===== src/rtl/dram_seq_pkg.sv =====
// Package: shared encodings for the DRAM mode-register init sequencer.
// Assumes: a 3-bit opcode field and a 2-bit memory type code on the ports.
package dram_seq_pkg;

    typedef enum logic [1:0] {
        MT_DDR3     = 2'b00,
        MT_LPDDR2   = 2'b01,
        MT_LPDDR3   = 2'b10,
        MT_LPDDR3_B = 2'b11
    } mem_type_e;

    typedef enum logic [2:0] {
        OP_DESELECT = 3'd0,
        OP_PREA     = 3'd1,
        OP_MRS      = 3'd2,
        OP_ZQCL     = 3'd3
    } cmd_op_e;

    typedef enum logic [1:0] {
        ST_IDLE  = 2'd0,
        ST_ISSUE = 2'd1,
        ST_WAIT  = 2'd2,
        ST_NEXT  = 2'd3
    } seq_state_e;

    localparam int STEP_W     = 3;
    localparam int US_W       = 4;
    localparam int ADDR_W     = 8;
    localparam logic [1:0] RANK_ALL = 2'b11;

    localparam logic [ADDR_W-1:0] MA_RESET = 8'd63;
    localparam logic [ADDR_W-1:0] MA_ZQ    = 8'd10;
    localparam logic [ADDR_W-1:0] MA_MR11  = 8'd11;
    localparam logic [7:0]        ZQ_INIT_OP = 8'hFF;

endpackage


===== src/rtl/seq_step_table.sv =====
// Module: seq_step_table
// Combinational description of each step of the init list. The list is
// picked by the captured memory type. Each step gives an opcode, an
// address, an operand, a post-step wait in microseconds, and a last-step flag.
// Assumes: MR_W >= 8 and DLL_BIT < MR_W.
module seq_step_table
    import dram_seq_pkg::*;
#(
    parameter int MR_W            = 16,
    parameter int DLL_BIT         = 8,
    parameter int DDR3_SETTLE_US  = 1,
    parameter int LP_RESET_US     = 10,
    parameter int LP_ZQ_US        = 1
) (
    input  logic [STEP_W-1:0] step_i,
    input  logic              is_ddr3_i,
    input  logic              has_mr11_i,
    input  logic [MR_W-1:0]   mr0_i,
    input  logic [MR_W-1:0]   mr1_i,
    input  logic [MR_W-1:0]   mr2_i,
    input  logic [MR_W-1:0]   mr3_i,
    input  logic [7:0]        mr11_i,
    output logic [2:0]        op_o,
    output logic [ADDR_W-1:0] addr_o,
    output logic [MR_W-1:0]   data_o,
    output logic [US_W-1:0]   wait_us_o,
    output logic              last_o
);

    localparam int PAD_W = MR_W - 8;
    localparam logic [MR_W-1:0] DLL_MASK = MR_W'(1) << DLL_BIT;

    // Zero-extend an 8-bit LPDDR operand to the operand width.
    function automatic logic [MR_W-1:0] lp_op(input logic [7:0] v);
        return {{PAD_W{1'b0}}, v};
    endfunction

    // Decode the current step into a command and its trailing wait.
    always_comb begin
        op_o      = OP_DESELECT;
        addr_o    = '0;
        data_o    = '0;
        wait_us_o = '0;
        last_o    = 1'b0;
        if (is_ddr3_i) begin
            case (step_i)
                3'd0: begin
                    op_o      = OP_DESELECT;
                    wait_us_o = US_W'(DDR3_SETTLE_US);
                end
                3'd1: op_o = OP_PREA;
                3'd2: begin op_o = OP_MRS; addr_o = 8'd2; data_o = mr2_i; end
                3'd3: begin op_o = OP_MRS; addr_o = 8'd3; data_o = mr3_i; end
                3'd4: begin op_o = OP_MRS; addr_o = 8'd1; data_o = mr1_i; end
                3'd5: begin
                    op_o   = OP_MRS;
                    addr_o = 8'd0;
                    data_o = mr0_i | DLL_MASK;
                end
                3'd6: begin op_o = OP_ZQCL; last_o = 1'b1; end
                default: last_o = 1'b1;
            endcase
        end else begin
            case (step_i)
                3'd0: begin
                    op_o      = OP_MRS;
                    addr_o    = MA_RESET;
                    wait_us_o = US_W'(LP_RESET_US);
                end
                3'd1, 3'd2: begin
                    op_o      = OP_MRS;
                    addr_o    = MA_ZQ;
                    data_o    = lp_op(ZQ_INIT_OP);
                    wait_us_o = US_W'(LP_ZQ_US);
                end
                3'd3: begin op_o = OP_MRS; addr_o = 8'd1; data_o = lp_op(mr1_i[7:0]); end
                3'd4: begin op_o = OP_MRS; addr_o = 8'd2; data_o = lp_op(mr2_i[7:0]); end
                3'd5: begin
                    op_o   = OP_MRS;
                    addr_o = 8'd3;
                    data_o = lp_op(mr3_i[7:0]);
                    last_o = !has_mr11_i;
                end
                3'd6: begin
                    op_o   = OP_MRS;
                    addr_o = MA_MR11;
                    data_o = lp_op(mr11_i);
                    last_o = 1'b1;
                end
                default: last_o = 1'b1;
            endcase
        end
    end

endmodule


===== src/rtl/seq_us_timer.sv =====
// Module: seq_us_timer
// Counts a wait of us_i microseconds, each CYCLES_PER_US clocks long.
// Asserts expire_o in the final cycle of the wait.
// Assumes: load_i arrives only while idle, and us_i is non-zero on load.
module seq_us_timer #(
    parameter int CYCLES_PER_US = 400,
    parameter int US_W          = 4
) (
    input  logic            clk,
    input  logic            rst_n,
    input  logic            load_i,
    input  logic [US_W-1:0] us_i,
    output logic            expire_o
);

    localparam int CYC_W = (CYCLES_PER_US > 1) ? $clog2(CYCLES_PER_US) : 1;
    localparam logic [CYC_W-1:0] CYC_TOP = CYC_W'(CYCLES_PER_US - 1);

    logic [CYC_W-1:0] cyc_q;
    logic [US_W-1:0]  us_left_q;

    assign expire_o = (us_left_q == US_W'(1)) && (cyc_q == '0);

    // Load the wait, then step the sub-microsecond and microsecond counts.
    always_ff @(posedge clk) begin
        if (!rst_n) begin
            cyc_q     <= '0;
            us_left_q <= '0;
        end else if (load_i) begin
            cyc_q     <= CYC_TOP;
            us_left_q <= us_i;
        end else if (us_left_q != '0) begin
            if (cyc_q == '0) begin
                cyc_q     <= CYC_TOP;
                us_left_q <= us_left_q - US_W'(1);
            end else begin
                cyc_q <= cyc_q - CYC_W'(1);
            end
        end
    end

endmodule


===== src/rtl/dram_mr_init_seq.sv =====
// Module: dram_mr_init_seq (top)
// Runs the DRAM power-up command list once per qualified start. The
// memory type is captured at start. Each command is held on the port
// until acknowledged, and the flag drops for at least one cycle between
// commands. Microsecond waits come from seq_us_timer.
// Assumes: mrX_i stay stable while the sequence runs.
module dram_mr_init_seq
    import dram_seq_pkg::*;
#(
    parameter int CYCLES_PER_US = 400,
    parameter int MR_W          = 16,
    parameter int DLL_BIT       = 8
) (
    input  logic            clk,
    input  logic            rst_n,
    input  logic            start_i,
    input  logic            pwrup_done_i,
    input  logic [1:0]      mem_type_i,
    input  logic [MR_W-1:0] mr0_i,
    input  logic [MR_W-1:0] mr1_i,
    input  logic [MR_W-1:0] mr2_i,
    input  logic [MR_W-1:0] mr3_i,
    input  logic [7:0]      mr11_i,
    output logic            cmd_start_o,
    output logic [2:0]      cmd_op_o,
    output logic [1:0]      cmd_rank_o,
    output logic [7:0]      cmd_addr_o,
    output logic [MR_W-1:0] cmd_data_o,
    input  logic            cmd_done_i,
    output logic            done_o
);

    seq_state_e        state_q;
    logic [STEP_W-1:0] step_q;
    logic [1:0]        type_q;
    logic              done_q;

    logic              ddr3_sel;
    logic              mr11_sel;
    logic              seq_idle;
    logic [US_W-1:0]   step_wait_us;
    logic              step_last;
    logic              timer_load;
    logic              timer_expire;
    logic              accept;

    assign ddr3_sel = (type_q == MT_DDR3);
    assign mr11_sel = type_q[1];
    assign seq_idle = (state_q == ST_IDLE);
    assign accept   = seq_idle && start_i && pwrup_done_i;

    seq_step_table #(
        .MR_W    (MR_W),
        .DLL_BIT (DLL_BIT)
    ) u_table (
        .step_i     (step_q),
        .is_ddr3_i  (ddr3_sel),
        .has_mr11_i (mr11_sel),
        .mr0_i      (mr0_i),
        .mr1_i      (mr1_i),
        .mr2_i      (mr2_i),
        .mr3_i      (mr3_i),
        .mr11_i     (mr11_i),
        .op_o       (cmd_op_o),
        .addr_o     (cmd_addr_o),
        .data_o     (cmd_data_o),
        .wait_us_o  (step_wait_us),
        .last_o     (step_last)
    );

    assign timer_load = (state_q == ST_ISSUE) && cmd_done_i && (step_wait_us != '0);

    seq_us_timer #(
        .CYCLES_PER_US (CYCLES_PER_US),
        .US_W          (US_W)
    ) u_timer (
        .clk      (clk),
        .rst_n    (rst_n),
        .load_i   (timer_load),
        .us_i     (step_wait_us),
        .expire_o (timer_expire)
    );

    assign cmd_start_o = (state_q == ST_ISSUE);
    assign cmd_rank_o  = RANK_ALL;
    assign done_o      = done_q;

    // Step through issue, wait and advance phases until the last step.
    always_ff @(posedge clk) begin
        if (!rst_n) begin
            state_q <= ST_IDLE;
            step_q  <= '0;
            type_q  <= MT_DDR3;
            done_q  <= 1'b0;
        end else begin
            case (state_q)
                ST_IDLE: begin
                    if (accept) begin
                        state_q <= ST_ISSUE;
                        step_q  <= '0;
                        type_q  <= mem_type_i;
                        done_q  <= 1'b0;
                    end
                end
                ST_ISSUE: begin
                    if (cmd_done_i) begin
                        state_q <= (step_wait_us != '0) ? ST_WAIT : ST_NEXT;
                    end
                end
                ST_WAIT: begin
                    if (timer_expire) begin
                        state_q <= ST_NEXT;
                    end
                end
                ST_NEXT: begin
                    if (step_last) begin
                        state_q <= ST_IDLE;
                        done_q  <= 1'b1;
                    end else begin
                        step_q  <= step_q + STEP_W'(1);
                        state_q <= ST_ISSUE;
                    end
                end
                default: state_q <= ST_IDLE;
            endcase
        end
    end

endmodule


===== config.mk =====
export PLATFORM = sky130hd
export DESIGN_NAME = dram_mr_init_seq
export DESIGN_NICKNAME = d
export VERILOG_FILES = /design/src/rtl/dram_seq_pkg.sv /design/src/rtl/seq_step_table.sv /design/src/rtl/seq_us_timer.sv /design/src/rtl/dram_mr_init_seq.sv
export SDC_FILE = /design/constraint.sdc
export NUM_CORES = 1
export LEC_CHECK = 0
export BUFFER_PORTS_ARGS = -buffer_cell sky130_fd_sc_hd__buf_2
export CORE_UTILIZATION = 50
export DETAILED_ROUTE_END_ITERATION = 6
export PLACE_DENSITY_LB_ADDON = 0.1
export SLEW_MARGIN = 0
export SYNTH_ARGS = -nofsm -noshare
export SYNTH_HDL_FRONTEND = slang
export SYNTH_SLANG_ARGS = --single-unit

===== constraint.sdc =====
create_clock -name clk -period 6.5 [get_ports clk]
set_clock_uncertainty 0.2 [all_clocks]
set_input_delay 0.325 -clock clk [delete_from_list [all_inputs] [get_ports clk]]
set_output_delay 0.325 -clock clk [all_outputs]
set_load 0.005 [all_outputs]

==> results.md <==
Outcome:
- The run finished with clean final reports.

Synthesis:
- Counting flops with an async set or reset pin after synthesis yields a share of 0%.
- The synthesized instance count is 293.
- In this run the mean area of a mapped cell was 7.576 um^2.
- The flip-flop cell with the highest count after synthesis is dfxtp_1.
- Counting flops and latches in the post-synthesis netlist gives 21.
- The total standard cell area after synthesis is 2220 um^2.
- Summed over all instances, the cell type with the most area after synthesis is dfxtp_1.
- The distinct cell type count after synthesis is 49.
- Sorting the synthesized cells by area gives the leading types as dfxtp_1, a22oi_1, ha_1.
- The synthesized design contains 0 enable-type register cells.
- The count of synthesis-stage warnings from yosys is 0.
- The share of the Yosys chip area taken by registers is 18.94%.
- The area share of the largest cell type after synthesis is 18.94%.

Timing:
- The final-layout worst hold slack is 0.1160 ns.
- The final-report max-slew violation count came to 0.
- The final hold violation count is 0.
- Once routing completed, OpenROAD measured the worst setup slack at 3.037 ns.
- The summed negative setup slack over all endpoints is 0 ns.
- The setup-violating endpoint count in the final report is 0.
- The highest clock frequency the design can meet is 288.8 MHz.
- For the pin with the worst max-slew slack, the measured transition is 1.125 ns.
- The worst slew margin relative to its limit is 24.86%.
- In the finished design, the share of the clock period the worst path needs comes to 53.27%.
- Counting I/O delays and the setup requirement, the final critical path takes 3.463 ns.
- Setup repair after global routing left no endpoint under its margin.

Detailed routing:
- The first detailed-routing pass took 5 iterations.
- In the routed design, unresolved DRC markers number 0.
- The wire length per cell is 15.08 um.
- The detailed router finished its first iteration with 148 violations.
- The final wirelength is 6.411 mm.
- Detailed routing inserted a total of 2532 vias.
- Dividing the detail-routed via count by the number of cells gives 5.958.
- The detail route stage leaves a number of antenna-violating nets equal to 0.

Setup path:
- Across all register-to-register paths, the minimum setup slack is 4.09 ns.
- The startpoint class of the critical path is a flop.
- The worst setup path is of the flop to primary output kind.
- The slowest cell on the critical path is dfxtp_1.
- At the worst endpoint, the arrival time is 2.94 ns.
- The endpoint identified for the worst register-to-register timing path is u_timer.cyc_q[3].
- The maximum cell stage delay along the critical path is 0.88 ns.
- The cell type with the highest occurrence count on the critical path is inv_1.
- At the worst endpoint, the required time is 5.97 ns.
- The critical path goes through inv_1, ha_1, a222oi_1, inv_1, a211oi_1, o22ai_1, buf_2.
- The first element of the critical path is step_q[2].
- In this run the worst path has a maximum fanout of 28.
- The type of destination of the critical path is a primary output.
- Following the worst setup path forward leads to its endpoint at cmd_data_o[3].
- The logic depth of the worst register-to-register path is 5.
- The launching point of the worst reg2reg path is step_q[1].

Global routing:
- The total grt overflow is 0.
- The maximum number of pins on one net before global-route repair is 29.
- The initial antenna violation count is 0.
- The via count of the first global-routing pass is 2146.
- The wire length of the first global-routing pass is 9.666 mm.
- The all-layer global routing usage is 26.52%.

Placed design:
- Port buffering added 103 buffers.
- Summed over all nets, the half-perimeter wirelength after detailed placement is 4.709 mm.
- The final weighted congestion in routability-driven placement is 0.8034.
- Timing analysis after detailed placement gives a worst setup slack of 3.324 ns.

Clock tree:
- Clock-pin slew was measured on the worst setup and hold paths at 0.07 ns.
- The level count of the clock H-tree is 1.
- The buffer levels on the longest clock path is 2.
- The clock latency reported for the late side of the worst-skew pair is 0.27 ns.
- After clock tree synthesis, the flow added hold-fix buffers numbering 0.
- Once the clock tree was built, the resizer swapped 0 gates to a different size.
- The cell sitting at the root of the clock tree is a clkbuf_8.
- The clock tree from TritonCTS is built.
- The sink count of the clock tree is 21.
- The clock buffer count from CTS is 3.
- The post-CTS setup-driven buffer insertion count is 0.

Floorplan:
- After floorplanning, the core was sized to cover 4144 um^2.
- Measured along the x axis, the die boundary spans 68.63 um.
- In this run the vertical extent of the chip is 68.63 um.
- The number of I/O pins is 110.
- The floorplan step defined a die boundary enclosing 4709 um^2.
- The starting density of the core is 53.56%.
- The number of rows created at floorplan is 23.

Job:
- The max-capacitance violation count is 0.

Min path:
- The hold path startpoint is mem_type_i[1].
- The classification of the worst-slack hold path is input pin to flop.

Cells and area:
- In the layout the commonest cells are buf_2, a22oi_1, a21oi_1.
- After the last flow step, the layout net total stands at 473.
- The leading cell type in the layout, fill and taps excluded is buf_2.
- The final core utilization is 65.76%.
- The diode insertion count for antenna repair is 0.
- The area growth from synthesis to final layout is 22.77%.
- The share of post-route cells with drive strength above 1 is 30.67%.

Power and ir drop:
- In this run the power density over the cells is 286.6 nW/um^2.
- The worst IR drop on VDD is 0.0002101 V.
- The design draws 0.7811 mW.
- The leakage power is 1.262 nW.
cell usage after synthesis, drive strengths merged, types with 4 or more instances:
| master | n |
|---|---|
| nor2 | 16 |
| nor4 | 4 |
| a21boi | 6 |
| inv | 17 |
| or3 | 5 |
| mux2i | 5 |
| nor2b | 4 |
| clkbuf | 19 |
| a21oi | 28 |
| nand3 | 8 |
| a22oi | 35 |
| ha | 18 |
| a31oi | 5 |
| dfxtp | 21 |
| xnor2 | 4 |
| a221oi | 7 |
| o21ai | 11 |
| buf | 10 |
| a21o | 7 |
| nand2 | 13 |
per-layer routing:
| layer | up-vias | part of all wire [%] | GRT usage (%) |
|---|---|---|---|
| met5 | - | 0 | 0 |
| met2 | 85 | 48 | 44.00 |
| li1 | 1267 | - | - |
| met1 | 1169 | 45 | 35.04 |
| met4 | 0 | 1.3 | 7.552 |
| met3 | 11 | 5.2 | 4.276 |
worst min-delay path by stage:
| stage | endpoint | slack, ns | depth (start not counted) |
|---|---|---|---|
| 2_1_floorplan | done_o | 0.26 | 2 |
| 3_3_place_gp | done_o | 0.27 | 2 |
| 3_5_place_dp | done_o | 0.26 | 2 |
| 4_1_cts | type_q[1] | 0.12 | 3 |
| 5_1_grt | type_q[1] | 0.12 | 3 |
| 6_report | type_q[1] | 0.12 | 3 |
cell type report:
| type | count | area (um^2) |
|---|---|---|
| multi-input combinational | 229 | 1610 |
| fill | 394 | 1419 |
| timing repair buffer | 104 | 523.0 |
| sequential | 21 | 420.4 |
| inverter | 17 | 63.81 |
| tap | 50 | 62.56 |
| clock buffer | 4 | 45.04 |
stage by stage:
stage | std cells | instance area (um^2)
floorplan | 296 | 2231
global placement | 421 | 2680
detailed placement | 421 | 2680
CTS | 425 | 2725
global route | 425 | 2725
finish | 425 | 2725
flip-flops by register name, summed over array words and instances, names as in the netlist:
register / flops
u_timer.cyc_q: 9
u_timer.us_left_q: 4
step_q: 3
state_q: 2
type_q: 2
done_o: 1
logic make-up (layout without fill, tap and decap cells):
family / count (synthesis) / after routing / share of synthesized area, %
XOR/XNOR: 7 / 7 / 2.762
buffers and inverters: 46 / 125 / 9.019
AND/OR/NAND/NOR: 71 / 71 / 17.64
AO/OA/AOI/OAI: 122 / 122 / 38.39
multiplexers: 6 / 6 / 2.762
other: 2 / 5 / 0.3383
adder cells (fa/ha/maj): 18 / 18 / 10.15
flip-flops: 21 / 21 / 18.94
worst max-delay path, delay by kind of cell (launching register included):
| kind | cells | cell delay (ns) |
|---|---|---|
| AOI/OAI and AO/OA | 3 | 0.79 |
| adders and majority gates | 1 | 0.59 |
| buffers and inverters | 3 | 0.42 |
| DFF | 1 | 0.88 |
where the power goes:
| group | internal, mW | switching [mW] |
|---|---|---|
| clock network | 0.0438 | 0.0441 |
| logic | 0.216 | 0.254 |
| registers | 0.174 | 0.0500 |
| total | 0.433 | 0.348 |
Power figures use the tool's default switching activity.
